## src/rtl/tgl_pkg.sv

```systemverilog
package tgl_pkg;

   typedef enum logic [1:0] {
      DLY_FOREVER = 2'b00,
      DLY_SHORT   = 2'b01,
      DLY_LONG    = 2'b10,
      DLY_FOREVER_ALT = 2'b11
   } dly_sel_e;

   function automatic logic dly_is_finite(dly_sel_e s);
      return (s == DLY_SHORT) || (s == DLY_LONG);
   endfunction

endpackage

```

## src/rtl/tgl_mult_latch.sv

```systemverilog
module tgl_mult_latch (
   input  logic clk_i,
   input  logic rst_ni,
   input  logic mult_sel_i,
   output logic mult_hi_o
);
   logic armed_q;

   always_ff @(posedge clk_i or negedge rst_ni) begin
      if (!rst_ni) begin
         armed_q   <= 1'b0;
         mult_hi_o <= 1'b0;
      end else if (!armed_q) begin
         armed_q   <= 1'b1;
         mult_hi_o <= mult_sel_i;
      end
   end

   // once captured, the selection never moves
   a_r4_mult_frozen: assert property (@(posedge clk_i) disable iff (!rst_ni)
      armed_q |=> $stable(mult_hi_o));

endmodule

```

## src/rtl/tgl_ovr_classify.sv

```systemverilog
module tgl_ovr_classify #(
   parameter int RELOAD_MS = 35,
   parameter int CANCEL_MS = 75
) (
   input  logic clk_i,
   input  logic rst_ni,
   input  logic acq_end_i,
   input  logic ovr_i,
   input  logic ms_tick_i,
   output logic held_o,
   output logic reload_o,
   output logic cancel_o,
   output logic release_o
);
   localparam int PW_W = $clog2(CANCEL_MS + 1);
   localparam logic [PW_W-1:0] PW_RELOAD = PW_W'(RELOAD_MS);
   localparam logic [PW_W-1:0] PW_CANCEL = PW_W'(CANCEL_MS);
   localparam logic [PW_W-1:0] PW_LAST   = PW_W'(CANCEL_MS - 1);

   logic [PW_W-1:0] pw_q;
   logic            held_q;
   logic            start;

   assign start = acq_end_i && ovr_i && !held_q;

   always_ff @(posedge clk_i or negedge rst_ni) begin
      if (!rst_ni) begin
         held_q <= 1'b0;
      end else if (acq_end_i) begin
         held_q <= ovr_i;
      end
   end

   always_ff @(posedge clk_i or negedge rst_ni) begin
      if (!rst_ni) begin
         pw_q <= '0;
      end else if (start) begin
         pw_q <= '0;
      end else if (held_q && ms_tick_i && (pw_q < PW_CANCEL)) begin
         pw_q <= pw_q + 1'b1;
      end
   end

   assign held_o    = held_q;
   assign release_o = held_q && acq_end_i && !ovr_i;
   assign cancel_o  = held_q && ms_tick_i && (pw_q == PW_LAST);
   assign reload_o  = release_o && (pw_q >= PW_RELOAD) && (pw_q < PW_CANCEL);

   // sampled override moves only on the acquisition strobe
   a_r5_sample_on_strobe: assert property (@(posedge clk_i) disable iff (!rst_ni)
      !acq_end_i |=> $stable(held_o));

   // the cancel threshold is crossed at most once per hold
   a_r7_cancel_single: assert property (@(posedge clk_i) disable iff (!rst_ni)
      cancel_o |=> !cancel_o);

   // the width count never runs past the cancel threshold
   a_r6_width_bound: assert property (@(posedge clk_i) disable iff (!rst_ni)
      pw_q <= PW_CANCEL);

endmodule

```

## src/rtl/tgl_countdown.sv

```systemverilog
module tgl_countdown
   import tgl_pkg::*;
#(
   parameter int SHORT_TICKS = 900,
   parameter int LONG_TICKS  = 3600,
   parameter int MULT_HI     = 24
) (
   input  logic     clk_i,
   input  logic     rst_ni,
   input  dly_sel_e dly_sel_i,
   input  logic     mult_hi_i,
   input  logic     run_i,
   input  logic     load_i,
   input  logic     tick_i,
   output logic     expire_o
);
   localparam int MAX_TICKS = LONG_TICKS * MULT_HI;
   localparam int CNT_W     = $clog2(MAX_TICKS + 1);
   localparam logic [CNT_W-1:0] CNT_MAX   = CNT_W'(MAX_TICKS);
   localparam logic [CNT_W-1:0] CNT_SHORT = CNT_W'(SHORT_TICKS);
   localparam logic [CNT_W-1:0] CNT_LONG  = CNT_W'(LONG_TICKS);
   localparam bit   MULT_POW2 = ((MULT_HI & (MULT_HI - 1)) == 0);

   logic [CNT_W-1:0] base;
   logic [CNT_W-1:0] scaled;
   logic [CNT_W-1:0] load_val;
   logic [CNT_W-1:0] cnt_q;
   logic             finite;

   assign finite = dly_is_finite(dly_sel_i);

   always_comb begin
      unique case (dly_sel_i)
         DLY_SHORT: base = CNT_SHORT;
         DLY_LONG:  base = CNT_LONG;
         default:   base = '0;
      endcase
   end

   generate
      if (MULT_POW2) begin : g_mul_shift
         localparam int SH = $clog2(MULT_HI);
         assign scaled = base << SH;
      end else begin : g_mul_full
         assign scaled = base * CNT_W'(MULT_HI);
      end
   endgenerate

   assign load_val = mult_hi_i ? scaled : base;

   always_ff @(posedge clk_i or negedge rst_ni) begin
      if (!rst_ni) begin
         cnt_q <= '0;
      end else if (load_i) begin
         cnt_q <= load_val;
      end else if (run_i && finite && tick_i && (cnt_q != '0)) begin
         cnt_q <= cnt_q - 1'b1;
      end
   end

   assign expire_o = run_i && finite && tick_i && (cnt_q == CNT_W'(1));

   // no counting while the output is off
   a_r10_idle_hold: assert property (@(posedge clk_i) disable iff (!rst_ni)
      (!run_i && !load_i) |=> $stable(cnt_q));

   // the count stays within the largest delay
   a_r3_count_bound: assert property (@(posedge clk_i) disable iff (!rst_ni)
      cnt_q <= CNT_MAX);

endmodule

```

## src/rtl/toggle_autooff_ctrl.sv

```systemverilog
module toggle_autooff_ctrl
   import tgl_pkg::*;
#(
   parameter bit OUT_ACT_HIGH = 1'b1,
   parameter int SHORT_TICKS  = 900,
   parameter int LONG_TICKS   = 3600,
   parameter int MULT_HI      = 24,
   parameter int RELOAD_MS    = 35,
   parameter int CANCEL_MS    = 75
) (
   input  logic       clk_i,
   input  logic       rst_ni,
   input  logic       touch_i,
   input  logic [1:0] dly_sel_i,
   input  logic       mult_sel_i,
   input  logic       ovr_i,
   input  logic       acq_end_i,
   input  logic       ms_tick_i,
   input  logic       tick_i,
   input  logic       stuck_recal_i,
   output logic       out_pin_o,
   output logic       burst_inhibit_o,
   output logic       recal_req_o
);
   generate
      if (SHORT_TICKS < 1) begin : g_chk_short
         $error("SHORT_TICKS must be at least 1");
      end
      if (LONG_TICKS < SHORT_TICKS) begin : g_chk_long
         $error("LONG_TICKS must not be below SHORT_TICKS");
      end
      if (MULT_HI < 2) begin : g_chk_mult
         $error("MULT_HI must be at least 2");
      end
      if (RELOAD_MS < 1 || CANCEL_MS <= RELOAD_MS) begin : g_chk_ovr
         $error("override thresholds must satisfy 1 <= RELOAD_MS < CANCEL_MS");
      end
   endgenerate

   logic on_q, on_n;
   logic mult_hi;
   logic held, reload, cancel, rel;
   logic expire, touch_eff, turn_on, load;
   logic recal_q;

   tgl_mult_latch u_mult (
      .clk_i      (clk_i),
      .rst_ni     (rst_ni),
      .mult_sel_i (mult_sel_i),
      .mult_hi_o  (mult_hi)
   );

   tgl_ovr_classify #(
      .RELOAD_MS (RELOAD_MS),
      .CANCEL_MS (CANCEL_MS)
   ) u_ovr (
      .clk_i     (clk_i),
      .rst_ni    (rst_ni),
      .acq_end_i (acq_end_i),
      .ovr_i     (ovr_i),
      .ms_tick_i (ms_tick_i),
      .held_o    (held),
      .reload_o  (reload),
      .cancel_o  (cancel),
      .release_o (rel)
   );

   tgl_countdown #(
      .SHORT_TICKS (SHORT_TICKS),
      .LONG_TICKS  (LONG_TICKS),
      .MULT_HI     (MULT_HI)
   ) u_cnt (
      .clk_i     (clk_i),
      .rst_ni    (rst_ni),
      .dly_sel_i (dly_sel_e'(dly_sel_i)),
      .mult_hi_i (mult_hi),
      .run_i     (on_q),
      .load_i    (load),
      .tick_i    (tick_i),
      .expire_o  (expire)
   );

   assign touch_eff = touch_i && !held;

   always_comb begin
      on_n = on_q ^ touch_eff;
      if (expire) on_n = 1'b0;
      if (cancel) on_n = 1'b0;
   end

   assign turn_on = !on_q && on_n;
   assign load    = turn_on || (reload && on_q && on_n);

   always_ff @(posedge clk_i or negedge rst_ni) begin
      if (!rst_ni) begin
         on_q    <= 1'b0;
         recal_q <= 1'b0;
      end else begin
         on_q    <= on_n;
         recal_q <= rel || stuck_recal_i;
      end
   end

   generate
      if (OUT_ACT_HIGH) begin : g_out_high
         assign out_pin_o = on_q;
      end else begin : g_out_low
         assign out_pin_o = !on_q;
      end
   endgenerate

   assign burst_inhibit_o = held;
   assign recal_req_o     = recal_q;

   // an accepted touch flips the state
   a_r1_touch_flips: assert property (@(posedge clk_i) disable iff (!rst_ni)
      (touch_i && !held && !cancel && !expire) |=> (on_q != $past(on_q)));

   // crossing the cancel width leaves the output off
   a_r7_cancel_off: assert property (@(posedge clk_i) disable iff (!rst_ni)
      cancel |=> !on_q);

   // touches have no effect while the override is held
   a_r7_touch_blocked: assert property (@(posedge clk_i) disable iff (!rst_ni)
      (held && !cancel && !expire) |=> $stable(on_q));

   // release is followed by a recalibration request
   a_r8_release_recal: assert property (@(posedge clk_i) disable iff (!rst_ni)
      rel |=> recal_req_o);

   // a stuck recalibration leaves the state alone
   a_r9_stuck_keeps: assert property (@(posedge clk_i) disable iff (!rst_ni)
      (stuck_recal_i && !touch_i && !cancel && !expire) |=> $stable(on_q));

endmodule

```

## config.mk

```make
export PLATFORM = sky130hd
export DESIGN_NAME = toggle_autooff_ctrl
export DESIGN_NICKNAME = d
export VERILOG_FILES = /design/src/rtl/tgl_pkg.sv /design/src/rtl/tgl_mult_latch.sv /design/src/rtl/tgl_ovr_classify.sv /design/src/rtl/tgl_countdown.sv /design/src/rtl/toggle_autooff_ctrl.sv
export SDC_FILE = /design/constraint.sdc
export NUM_CORES = 1
export LEC_CHECK = 0
export ABC_CLOCK_PERIOD_IN_PS = 1950
export BUFFER_PORTS_ARGS = -buffer_cell sky130_fd_sc_hd__buf_2
export CAP_MARGIN = 20
export CORE_UTILIZATION = 53
export DETAILED_ROUTE_END_ITERATION = 16
export GPL_TIMING_DRIVEN = 0
export PLACE_DENSITY = 0.74
export SYNTH_ARGS = -nofsm -noshare
export SYNTH_HDL_FRONTEND = slang
export SYNTH_SLANG_ARGS = --single-unit
```

## constraint.sdc

```tcl
create_clock -name clk_i -period 1.95 [get_ports clk_i]
set_input_delay 0.195 -clock clk_i [delete_from_list [all_inputs] [get_ports clk_i]]
set_output_delay 0.195 -clock clk_i [all_outputs]
set_load 0.02 [all_outputs]
```

* After elaboration in Yosys (flattened, before gate mapping)
Index checks and enable logic that the tools add are counted.
Storage, ports and cells: memories kept 0, bits in read-only memories 0, output and inout port bits 3, bits in writable memories 0, bits of input ports 11, latch bits 0, logic and storage cells 51, bits in registers 29
Operators by class: $lt $le $gt $ge 2, div/mod/pow operators 0, shifts and indexed selects 0, eq/ne operators 4, $mul 1, reductions and logical operators 26, mux-type cells 8, add/sub/neg operators 2, bitwise gates (word level) 1
Operator list (count):
- $mux W17 | 3
- $pmux W12 S2 | 1
- $eq A17 B1 Y1 const B | 1
- $logic_and A1 B1 Y1 | 17
- $reduce_bool A17 Y1 | 1
- $sub A17 B1 Y17 const B | 1
- $mul A12 B2 Y14 const B | 1
- $mux W7 | 2
- $add A7 B1 Y7 const B | 1
- $eq A7 B7 Y1 const B | 1
- $ge A7 B6 Y1 const B | 1
- $lt A7 B7 Y1 const B | 1
- $reduce_bool A2 Y1 | 2
- $logic_not A1 Y1 | 3
- $logic_or A1 B1 Y1 | 3
- $eq A2 B1 Y1 const B | 1
- $eq A2 B2 Y1 const B | 1
- $mux W1 | 2
- $xor A1 B1 Y1 | 1

* Logic depth before layout (Yosys ltp)
Gate-level depths: netlist (run 1).
depth after elaboration 10, mapped depth 8, mapped depth without buffers 7

* By module
Synthesis (run 1) repeated with hierarchy kept, for this count alone.
Second synthesis, totals: cells, all modules 195, area total of the unflattened synthesis 1879.3 um^2
By module, submodules not included:
- tgl_countdown | area an instance 1211.2 um^2, cells each 129, sequential area each 425.4 um^2, instances 1
- tgl_ovr_classify | area an instance 486.7 um^2, cells each 53, sequential area each 200.2 um^2, instances 1
- toggle_autooff_ctrl | area an instance 112.6 um^2, cells each 9, sequential area each 50.0 um^2, instances 1
- tgl_mult_latch | area an instance 68.8 um^2, cells each 4, sequential area each 50.0 um^2, instances 1

* Least setup slack after synthesis (run 1)
No wires, ideal clock.
path kind reg2reg, start point reg u_ovr.pw_q[1], end point reg u_cnt.cnt_q[10], path slack -0.046 ns, clock period less this slack 1.996 ns, required time 1.825 ns, buffers on the path 0, arrival time 1.872 ns, cell stages (with the launch flop) 6, setup time 0.125 ns, path through dfrtp_1 > a211o_2 > nor4_1 > a2111oi_4 > o211ai_4 > mux2_2
Between the ends: word-level cells in the longest chain between the ends 7, elaborated cells on any way between the ends 13, those cells by class order compare: 2; eq/ne: 1; mux: 2; reduce/logical: 8
Ends and longest elaborated chain:
- start, declared | RTL line tgl_ovr_classify.sv:20 | logic [PW_W-1:0] pw_q;
- start signal, assigned | RTL line tgl_ovr_classify.sv:40 | pw_q <= pw_q + 1'b1;
- $ge A7 B6 Y1 | RTL line tgl_ovr_classify.sv:47 | assign reload_o = release_o && (pw_q >= PW_RELOAD) && (pw_q < PW_CANCEL);
- $logic_and A1 B1 Y1 (2 in a row) | RTL line tgl_ovr_classify.sv:47
- $logic_and A1 B1 Y1 (2 in a row) | RTL line toggle_autooff_ctrl.sv:92 | assign load = turn_on || (reload && on_q && on_n);
- $logic_or A1 B1 Y1 (*) | RTL line toggle_autooff_ctrl.sv:92
- $mux W17 / $reduce_bool A2 Y1 (equally long branches)
- end signal, assigned | RTL line tgl_countdown.sv:55 | cnt_q <= load_val;
- end signal, assigned | RTL line tgl_countdown.sv:57 | cnt_q <= cnt_q - 1'b1;
- end, declared | RTL line tgl_countdown.sv:27 | logic [CNT_W-1:0] cnt_q;
Every way passes the cells marked *; elsewhere a longest branch is shown, timed or not. A chain may end at the register's enable or synchronous reset.

* Worst setup path in the final report (run 1)
start point reg u_cnt.cnt_q[4], end point reg u_cnt.cnt_q[8]
Between the ends: word-level cells in the longest chain between the ends 7, elaborated cells on any way between the ends 13, those cells by class add/sub: 1; eq/ne: 1; mux: 4; reduce/logical: 7
Ends and longest elaborated chain:
- branches (longest 7 deep; another with $sub A17 B1 Y17)
Several ways; the timed one is not identified. The select of a mux whose other input is x is not followed.

==> results of run 1 <==
## kinds of logic (layout without fill, tap and decap cells)
family | Yosys count | after routing
adder cells (fa/ha/maj) | 9 | 9
AND/OR/NAND/NOR | 78 | 78
other | 1 | 1
AO/OA/AOI/OAI | 16 | 16
flip-flops | 29 | 29
XOR/XNOR | 19 | 19
buffers and inverters | 12 | 48
multiplexers | 16 | 16
## metrics by stage
step / hold WS (ps) / power, W
finish: 38.5 / 0.00281
global route: 41.8 / 0.00296
CTS: 45.8 / 0.00259
detailed placement: 260 / 0.00197
global placement: 255 / 0.00192
floorplan: -101 / 0.00173
## registers in the layout, indices dropped and copies added, names as in the netlist
name              count
u_ovr.held_o          1
u_mult.mult_hi_o      1
out_pin_o             1
u_mult.armed_q        1
u_cnt.cnt_q          17
u_ovr.pw_q            7
recal_req_o           1
## worst max-delay path by stage
| stage | start | end | depth (start not counted) |
|---|---|---|---|
| 4_1_cts | u_ovr.pw_q[0] | u_cnt.cnt_q[7] | 6 |
| 3_5_place_dp | dly_sel_i[0] | u_cnt.cnt_q[9] | 8 |
| 6_report | u_cnt.cnt_q[4] | u_cnt.cnt_q[8] | 5 |
| 3_3_place_gp | dly_sel_i[0] | u_cnt.cnt_q[9] | 8 |
| 2_1_floorplan | u_cnt.cnt_q[0] | u_cnt.cnt_q[10] | 8 |
| 5_1_grt | u_cnt.cnt_q[13] | u_cnt.cnt_q[7] | 6 |
## synth_stat cells, types with 2 or more instances
cell type | number | area, um2
or2b_1 | 3 | 22.5
nor2_1 | 16 | 60.1
nand2_1 | 7 | 26.3
and2_1 | 3 | 18.8
clkbuf_1 | 2 | 7.51
nand4b_1 | 2 | 17.5
nor4b_1 | 2 | 17.5
dfrtp_1 | 29 | 726
mux2i_1 | 13 | 130
nand3_1 | 6 | 30.0
inv_1 | 8 | 30.0
nand3b_1 | 3 | 22.5
mux2_2 | 3 | 33.8
xor2_1 | 6 | 52.6
nor3_1 | 8 | 40.0
ha_1 | 9 | 113
nor4_1 | 6 | 37.5
xnor2_1 | 13 | 114
and2_2 | 3 | 22.5
a211oi_1 | 2 | 15.0
buf_6 | 2 | 22.5
o21ai_0 | 5 | 25.0
nand2b_1 | 2 | 12.5
or3_1 | 4 | 25.0
nand4_1 | 8 | 50.1
## worst max-delay path: cells and delay by family (launching register included)
family                    cells  cell delay [ps]
xor gates and xnor gates      1              170
muxes                         1              110
DFF                           1              450
and+or+nand+nor               3             1150
## placed cells by master (no fill, tap or decap), types with 7 or more instances in the layout
cell type,n
buf_2,13
buf_4,14
dfrtp_1,25
ha_1,8
inv_1,8
mux2i_1,13
nand2_1,7
nand4_1,8
nor2_1,16
nor3_1,7
xnor2_1,13
## report_power, final
| group | switching, W | internal [W] | total [W] |
|---|---|---|---|
| sequential | 0.000253 | 0.000779 | 0.00103 |
| clock | 0.000220 | 0.000209 | 0.000429 |
| combinational | 0.000641 | 0.000705 | 0.00135 |
## per-layer routing
| metal | global-route usage | vias up | wire, um |
|---|---|---|---|
| li1 | - | 718 | - |
| met1 | 0.318 | 739 | 1800 |
| met2 | 0.471 | 29 | 2340 |
| met3 | 0.0512 | 7 | 140 |
| met4 | 0.0779 | 0 | 49 |
| met5 | 0 | - | 0 |
## final cells by class
cell class	count	area [um2]
fillers	245	913
flip-flops and latches	29	731
inverters	8	30.0
clock inverters	1	5.00
clock buffers	7	65.1
well taps	44	55.1
multi-input cells	139	1130
repair buffers	30	203
plain buffers	2	22.5
## timing repair
item / CTS / global route
pin swaps: 5 / 4
endpoints found under the setup margin: 17 / 17
gates resized for setup: 19 / 9
buffers inserted: 10 / 5
gates cloned: 1 / 0
hold endpoints to repair: 29 / 0
hold buffers: 1 / 0
==> impl_metrics.py, run 1 <==
metrics = {
    "status": {
        "outcome": "finished, violations left",
        "violations": "setup timing",
    },
    "cts": {
        "cts_tree": "done",
        "cts_root_buf": "clkbuf_4",
        "clkLatencyLatePin_ps": 330,
        "cts_buffers": 5,
        "cts.sinks": 29,
        "clock_path_buffers": 2,
        "htreeDepth": 2,
        "clk_pin_slew_worst_paths_ps": 100,
    },
    "detailed_routing": {
        "routed_wl_um": 4330,
        "drc": 0,
        "dr.pass1.iters": 5,
        "wire_per_inst_um": 16.7,
        "vias": 1493,
        "ant_nets": 0,
        "drt_iter0_markers": 73,
        "via_per_inst": 5.74,
    },
    "global_route": {
        "antenna_found_initial": 0,
        "overflow": 0,
        "grt_max_degree": 30,
        "grtUsageTotal": 0.262,
        "grt_pass1_vias": 1463,
        "grt_pass1_wl_um": 6890,
    },
    "synthesis": {
        "syn_area_per_cell_um2": 10.1,
        "ys_ff_latch": 29,
        "synth_fp_nets": 200,
        "yosys.area_share.simple": 0.244,
        "ys_seq_area_frac": 0.398,
        "synth_edf_count": 0,
        "async_reset_ff_frac": 1.00,
        "netlist_instances": 180,
        "yosysWarnings": 0,
        "synth-compound-area-share": 0.0796,
        "netlist_area_um2": 1820,
        "synth_top_family_by_area": "simple AND/OR/NAND/NOR gates",
        "synth_fa_ha_area_frac": 0.0618,
        "synth-xor-area-share": 0.0913,
        "synth.area.mux_share": 0.0899,
        "synth.distinct_cells": 40,
        "synth-main-ff-cell": "dfrtp_1",
    },
    "pwr": {
        "p_per_area_nw_per_um2": 1250,
        "leakage_nw": 1.05,
        "ir_drop_uv": 594,
    },
    "timing": {
        "clock.fmax_ghz": 0.503,
        "min_period_ps": 1990,
        "tns_ps": -107,
        "max_slew_margin": 0.564,
        "grt_setup_unrepaired": "yes",
        "worst_pin_slew_ps": 655,
        "drv_slew": 0,
        "period_share": 1.02,
        "setup_viol": 4,
        "fin_ws_ps": -37.5,
        "hold_viol": 0,
        "clock_skew_ps": 9.28,
    },
    "final_layout": {
        "fin_area_um2": 2240,
        "layout.nets": 235,
        "antenna_cells": 0,
        "final_util": 0.710,
        "syn2layout_area_growth_pct": 22.9,
        "drive_above_1_share": 0.301,
        "final-instance-count-excl-fill": 260,
    },
    "hold_path": {
        "min_path_type": "input port to flip-flop",
        "hold_start": "stuck_recal_i",
        "worstHoldEndpoint": "recal_req_o",
        "hold_depth": 2,
    },
    "worst_setup_path": {
        "criticalPathCategory": "flip-flop to flip-flop",
        "arrival_ps": 2200,
        "cp_cell_sequence": "or4_1 > or3_1 > nor3_1 > xnor2_1 > mux2i_1",
        "critPathMaxStageDelay_ps": 570,
        "crit_slowest_cell": "or4_1",
        "r2r-start": "u_cnt.cnt_q[4]",
        "reg2reg_depth": 5,
        "cp.required_ps": 2160,
        "cp_max_fo": 4,
        "crit_path_end_kind": "flip-flop",
        "rrSetupSlack_ps": -40,
        "cp-start-kind": "flip-flop",
        "rr_endpoint": "u_cnt.cnt_q[8]",
    },
    "floorplanning": {
        "core_um2": 3150,
        "rows": 20,
        "dieHeight_um": 60.7,
        "die_area_um2": 3680,
        "die_x_um": 60.7,
        "start_util": 0.578,
        "ios": 14,
    },
    "place": {
        "port_buffers": 13,
        "dp_slack_ps": -448,
        "placed_area_um2": 1950,
        "dp.cells": 237,
        "hpwl_um": 2680,
        "routabilityCongestion": 0.823,
    },
    "job": {
        "max_cap_viol_count": 0,
    },
}
No activity file was read; power rests on OpenSTA's default activity.
==> run 2, diff against run 1 <==
--- a/config.mk
+++ b/config.mk
@@ -8,10 +8,11 @@
 export ABC_CLOCK_PERIOD_IN_PS = 1950
 export BUFFER_PORTS_ARGS = -buffer_cell sky130_fd_sc_hd__buf_2
 export CAP_MARGIN = 20
-export CORE_UTILIZATION = 53
+export CORE_UTILIZATION = 54
 export DETAILED_ROUTE_END_ITERATION = 16
 export GPL_TIMING_DRIVEN = 0
-export PLACE_DENSITY = 0.74
+export PLACE_DENSITY = 0.75
 export SYNTH_ARGS = -nofsm -noshare
 export SYNTH_HDL_FRONTEND = slang
+export SYNTH_HIERARCHICAL = 1
 export SYNTH_SLANG_ARGS = --single-unit
==> impl_metrics.py, run 2 <==
metrics = {
    "final_layout": {
        "fin_area_um2": 2360,
        "drive_above_1_share": 0.329,
        "layout_commonest_cell": "dfrtp_1",
        "layout.nets": 255,
        "syn2layout_area_growth_pct": 25.6,
        "reg.largest.list": "u_cnt/cnt_q: 17 flops, u_ovr/pw_q: 7 flops",
        "final_util": 0.708,
        "largest_reg_flops": 17,
        "antenna_cells": 0,
        "largest-register": "u_cnt/cnt_q",
        "layout_common_cells": "dfrtp_1 (27), buf_4 (18), nor2_1 (16)",
    },
    "cts": {
        "htreeDepth": 2,
        "clock_path_buffers": 2,
        "clkLatencyLatePin_ps": 340,
        "cts_root_buf": "clkbuf_4",
        "cts_buffers": 5,
        "cts_tree": "done",
        "cts.sinks": 29,
        "clk_pin_slew_worst_paths_ps": 90,
    },
    "synthesis": {
        "synth-main-ff-cell": "dfrtp_1",
        "synth_edf_count": 0,
        "netlist_area_um2": 1880,
        "synth_top_area_frac": 0.386,
        "synth_area_leaders": "dfrtp_1 (39%), ha_1 (5.3%), o31a_1 (5.1%)",
        "ys_ff_latch": 29,
        "yosysWarnings": 6,
        "synth.distinct_cells": 50,
        "synth_fp_nets": 214,
        "netlist_instances": 195,
        "yosysMostFrequentCell": "dfrtp_1",
        "synth.largest_area_cell": "dfrtp_1",
        "ys_seq_area_frac": 0.386,
        "async_reset_ff_frac": 1.00,
        "synthTopCellsByCount": "dfrtp_1 (29), nor2_1 (16), inv_1 (14), o31a_1 (11)",
        "syn_area_per_cell_um2": 9.64,
    },
    "timing": {
        "drv_slew": 0,
        "period_share": 1.22,
        "grt_setup_unrepaired": "yes",
        "setup_viol": 17,
        "worst_pin_slew_ps": 659,
        "clock_skew_ps": 8.71,
        "clock.fmax_ghz": 0.421,
        "max_slew_margin": 0.560,
        "fin_ws_ps": -426,
        "tns_ps": -6380,
        "hold_viol": 0,
        "min_period_ps": 2380,
    },
    "detailed_routing": {
        "dr.pass1.iters": 4,
        "vias": 1751,
        "via_per_inst": 6.19,
        "wire_per_inst_um": 16.7,
        "drc": 0,
        "routed_wl_um": 4740,
        "drt_iter0_markers": 121,
        "ant_nets": 0,
    },
    "floorplanning": {
        "rows": 21,
        "die_x_um": 61.0,
        "start_util": 0.563,
        "ios": 14,
        "die_area_um2": 3720,
        "dieHeight_um": 61.0,
        "core_um2": 3340,
    },
    "place": {
        "port_buffers": 13,
        "routabilityCongestion": 0.900,
        "placed_area_um2": 2040,
        "hpwl_um": 3120,
    },
    "worst_setup_path": {
        "arrival_ps": 2610,
        "cp_max_fo": 8,
        "cp-start-kind": "flip-flop",
        "crit_path_end_kind": "flip-flop",
        "reg2reg_depth": 11,
        "criticalPathCategory": "flip-flop to flip-flop",
        "cp.required_ps": 2180,
    },
    "pwr": {
        "p_sw_w": 0.00109,
        "p_int_w": 0.00160,
        "p_sw_frac": 0.405,
        "ir_drop_uv": 667,
        "leakage_nw": 0.984,
        "p_comb_frac": 0.465,
        "p_per_area_nw_per_um2": 1140,
        "pwr-share-seq": 0.405,
        "clkPwrFrac": 0.131,
    },
    "global_route": {
        "overflow": 0,
        "antenna_found_initial": 0,
        "grtUsageTotal": 0.293,
        "grt_pass1_wl_um": 7800,
        "grt_max_degree": 30,
        "grt_pass1_vias": 1644,
    },
    "hold_path": {
        "hold_depth": 2,
        "min_path_type": "input port to flip-flop",
    },
    "status": {
        "outcome": "finished, violations left",
        "violations": "setup timing",
    },
    "job": {
        "max_cap_viol_count": 0,
    },
}
## run 2: cell count changes after synthesis, sizes merged, moves of 6 or more
cell   delta
xnor2     -9
inv       +6
o31a     +11
xor2      -6
mux2i    -12
a31oi     +6
## run 2: per-stage QoR
step / hold slack, ps / instances / total power, W / setup slack [ps]
3_5_place_dp: 264 / 254 / 0.00201 / -672
2_1_floorplan: -101 / 195 / 0.00176 / -338
6_report: 37.2 / 283 / 0.00268 / -426
3_3_place_gp: 254 / 254 / 0.00194 / -577
4_1_cts: 32.5 / 277 / 0.00257 / -413
5_1_grt: 10.7 / 283 / 0.00289 / -536
## run 2: cells by family after synthesis
logic type,Yosys count,synth area share
AND/OR/NAND/NOR,81,0.274
AO/OA/AOI/OAI,48,0.185
flip-flops,29,0.386
buffers and inverters,19,0.0453
adder cells (fa/ha/maj),8,0.0533
multiplexers,5,0.0353
XOR/XNOR,4,0.0186
other,1,0.00200
## run 2: cell type report
type,count,area [um2]
multi-input combinational,147,1160
fill,255,976
sequential,29,728
timing repair buffer,34,233
buffer,5,71.3
inverter,14,60.1
tap,46,57.6
clock buffer,6,41.3
clock inverter,2,10.0
## run 2: critical path, cell delays in order, from the launching register on
cell,delay (ps)
dfrtp_1,420
a21o_1,240
a2111oi_4,360
a31oi_4,60
nor3_2,130
nand2_1,70
mux2_4,290
nor3_4,180
buf_4,160
clkbuf_16,140
o21ai_0,90
o31a_1,120
## run 2: power by group through the flow
stage | logic (W) | registers, W | clock network (W)
2_1_floorplan | 0.000713 | 0.00105 | 0
3_3_place_gp | 0.000856 | 0.00109 | 0
3_5_place_dp | 0.000902 | 0.00111 | 0
4_1_cts | 0.00114 | 0.00107 | 0.000362
5_1_grt | 0.00137 | 0.00112 | 0.000397
6_report | 0.00125 | 0.00109 | 0.000351
## run 2: worst paths after layout
kind                                      from               end  slack [ps]
worst max register to register   u_ovr/pw_q[0]    u_cnt/cnt_q[9]        -430
worst min register to register  u_mult/armed_q  u_mult/mult_hi_o         530
worst min-delay path             stuck_recal_i       recal_req_o          40
max in group asynchronous               rst_ni    u_cnt/cnt_q[8]        1070
worst max-delay path             u_ovr/pw_q[0]    u_cnt/cnt_q[9]        -430
min in group asynchronous               rst_ni         out_pin_o         420
## run 2: repair_timing
| item | CTS | global route |
|---|---|---|
| hold buffers | 1 | 0 |
| resized for setup | 20 | 6 |
| pin swaps | 9 | 3 |
| endpoints found under the hold margin | 29 | 0 |
| setup endpoints to repair | 17 | 17 |
| setup buffers | 14 | 6 |
## run 2: routing by layer
| layer | global-route usage | wire length [um] | vias to the layer above | share of wire |
|---|---|---|---|---|
| met5 | 0 | 0 | - | 0 |
| met4 | 0.104 | 63 | 0 | 0.013 |
| met3 | 0.119 | 380 | 10 | 0.080 |
| met2 | 0.421 | 2200 | 74 | 0.46 |
| met1 | 0.399 | 2090 | 846 | 0.44 |
| li1 | - | - | 821 | - |
==> run 3, diff against run 2 <==
--- a/config.mk
+++ b/config.mk
@@ -8,10 +8,11 @@
 export ABC_CLOCK_PERIOD_IN_PS = 1950
 export BUFFER_PORTS_ARGS = -buffer_cell sky130_fd_sc_hd__buf_2
 export CAP_MARGIN = 20
-export CORE_UTILIZATION = 54
+export CORE_MARGIN = 5
+export CORE_UTILIZATION = 49
 export DETAILED_ROUTE_END_ITERATION = 16
 export GPL_TIMING_DRIVEN = 0
-export PLACE_DENSITY = 0.75
+export PLACE_DENSITY = 0.69
 export SYNTH_ARGS = -nofsm -noshare
 export SYNTH_HDL_FRONTEND = slang
 export SYNTH_HIERARCHICAL = 1
==> impl_metrics.py, run 3 (synthesized netlist as in run 2, its figures left out) <==
metrics = {
    "hold_path": {
        "min_path_type": "input port to flip-flop",
        "hold_start": "stuck_recal_i",
        "hold_depth": 2,
        "worstHoldEndpoint": "recal_req_o",
    },
    "final_layout": {
        "reg.largest.list": "u_cnt/cnt_q: 17 flops, u_ovr/pw_q: 7 flops",
        "layout_common_cells": "dfrtp_1 (28), buf_4 (16), buf_2 (14), nor2_1 (14), inv_1 (13)",
        "fin_area_um2": 2410,
        "largest-register": "u_cnt/cnt_q",
        "antenna_cells": 0,
        "layout_commonest_cell": "dfrtp_1",
        "syn2layout_area_growth_pct": 28.3,
        "largest_reg_flops": 17,
        "drive_above_1_share": 0.332,
        "layout.nets": 253,
        "final-instance-count-excl-fill": 283,
    },
    "detailed_routing": {
        "wire_per_inst_um": 16.7,
        "routed_wl_um": 4720,
        "via_per_inst": 6.16,
        "drc": 0,
        "ant_nets": 0,
        "drt_iter0_markers": 199,
        "dr.pass1.iters": 4,
        "vias": 1744,
    },
    "worst_setup_path": {
        "r2r-start": "u_cnt/cnt_q[12]",
        "arrival_ps": 2530,
        "rr_endpoint": "u_cnt/cnt_q[9]",
        "crit_path_end_kind": "flip-flop",
        "reg2reg_depth": 8,
        "criticalPathCategory": "flip-flop to flip-flop",
        "critPathMaxStageDelay_ps": 560,
        "path_buf_inv": 3,
        "crit_slowest_cell": "or4_4",
        "cp_max_fo": 8,
        "cp.required_ps": 2110,
        "cp-start-kind": "flip-flop",
        "critPathTopFamily": "simple AND/OR/NAND/NOR gates",
        "cp_cell_sequence": "or4_4 > nor4_4 > buf_6 > and4_4 > nor3_4 > buf_4 > clkbuf_16 > o31a_1",
        "rrSetupSlack_ps": -420,
    },
    "cts": {
        "htreeDepth": 2,
        "cts.sinks": 29,
        "cts_root_buf": "clkbuf_8",
        "cts_buffers": 5,
        "clkLatencyLatePin_ps": 280,
        "cts_tree": "done",
        "clk_pin_slew_worst_paths_ps": 70,
        "clock_path_buffers": 2,
    },
    "place": {
        "dp_slack_ps": -610,
        "routabilityCongestion": 0.843,
        "hpwl_um": 3170,
        "dp.cells": 256,
        "placed_area_um2": 2040,
        "port_buffers": 13,
    },
    "floorplanning": {
        "start_util": 0.509,
        "ios": 14,
        "die_x_um": 71.9,
        "rows": 22,
        "dieHeight_um": 71.9,
        "die_area_um2": 5170,
        "core_um2": 3690,
    },
    "global_route": {
        "grt_pass1_wl_um": 7730,
        "overflow": 0,
        "grt_pass1_vias": 1717,
        "grt_max_degree": 30,
        "antenna_found_initial": 0,
        "grtUsageTotal": 0.187,
    },
    "timing": {
        "clock.fmax_ghz": 0.422,
        "grt_setup_unrepaired": "yes",
        "setup_viol": 17,
        "fin_ws_ps": -422,
        "hold_slack_ps": 109,
        "hold_viol": 0,
        "min_period_ps": 2370,
        "clock_skew_ps": 6.49,
        "period_share": 1.22,
        "drv_slew": 0,
        "worst_pin_slew_ps": 653,
        "max_slew_margin": 0.561,
    },
    "pwr": {
        "leakage_nw": 1.00,
        "ir_drop_uv": 535,
        "p_per_area_nw_per_um2": 1220,
    },
    "status": {
        "outcome": "finished, violations left",
        "violations": "setup timing",
    },
    "job": {
        "max_cap_viol_count": 0,
    },
}
[run 3: final cells by class]
class / count / area [um2]
Sequential cell: 29 / 727
Timing Repair Buffer: 32 / 218
Tap cell: 48 / 60.1
Clock inverter: 1 / 30.0
Buffer: 5 / 71.3
Clock buffer: 7 / 86.3
Inverter: 14 / 57.6
Fill cell: 308 / 1280
Multi-Input combinational cell: 147 / 1160
[run 3: where the power goes]
group	total [W]	internal [W]	switching (W)
clock	0.000650	0.000416	0.000234
combinational	0.00121	0.000618	0.000589
sequential	0.00109	0.000815	0.000276
[run 3: timing repair]
| item | 4_1_cts | 5_1_grt |
|---|---|---|
| resized for setup | 16 | 11 |
| cloned | 0 | 0 |
| hold buffers | 1 | 0 |
| hold endpoints to repair | 29 | 0 |
| setup buffers | 17 | 3 |
| endpoints found under the setup margin | 17 | 17 |
| pin swaps | 9 | 2 |
[run 3: metrics by stage]
stage | TNS [ps] | utilization | power, W
floorplan | -4360 | - | 0.00176
global placement | -7890 | 0.553 | 0.00196
detailed placement | -8430 | 0.553 | 0.00200
CTS | -5840 | 0.636 | 0.00285
global route | -7280 | 0.654 | 0.00312
finish | -5780 | 0.654 | 0.00295
[run 3: how the worst max path moves through the flow]
stage                          startpoint        endpoint  cells after the start
after detailed placement    u_ovr/pw_q[0]  u_cnt/cnt_q[6]                     11
after global placement      u_ovr/pw_q[0]  u_cnt/cnt_q[5]                     11
final                     u_cnt/cnt_q[12]  u_cnt/cnt_q[9]                      8
after CTS                   u_ovr/pw_q[1]  u_cnt/cnt_q[7]                     11
after floorplan             u_ovr/pw_q[0]  u_cnt/cnt_q[7]                     11
after global routing      u_cnt/cnt_q[12]  u_cnt/cnt_q[9]                      8
[run 3: routing by layer]
layer | vias up | global-route usage | wire length (um)
li1 | 811 | - | -
met1 | 860 | 0.215 | 1940
met5 | - | 0 | 0
met2 | 64 | 0.316 | 2450
met4 | 0 | 0.0898 | 70
met3 | 9 | 0.0582 | 254
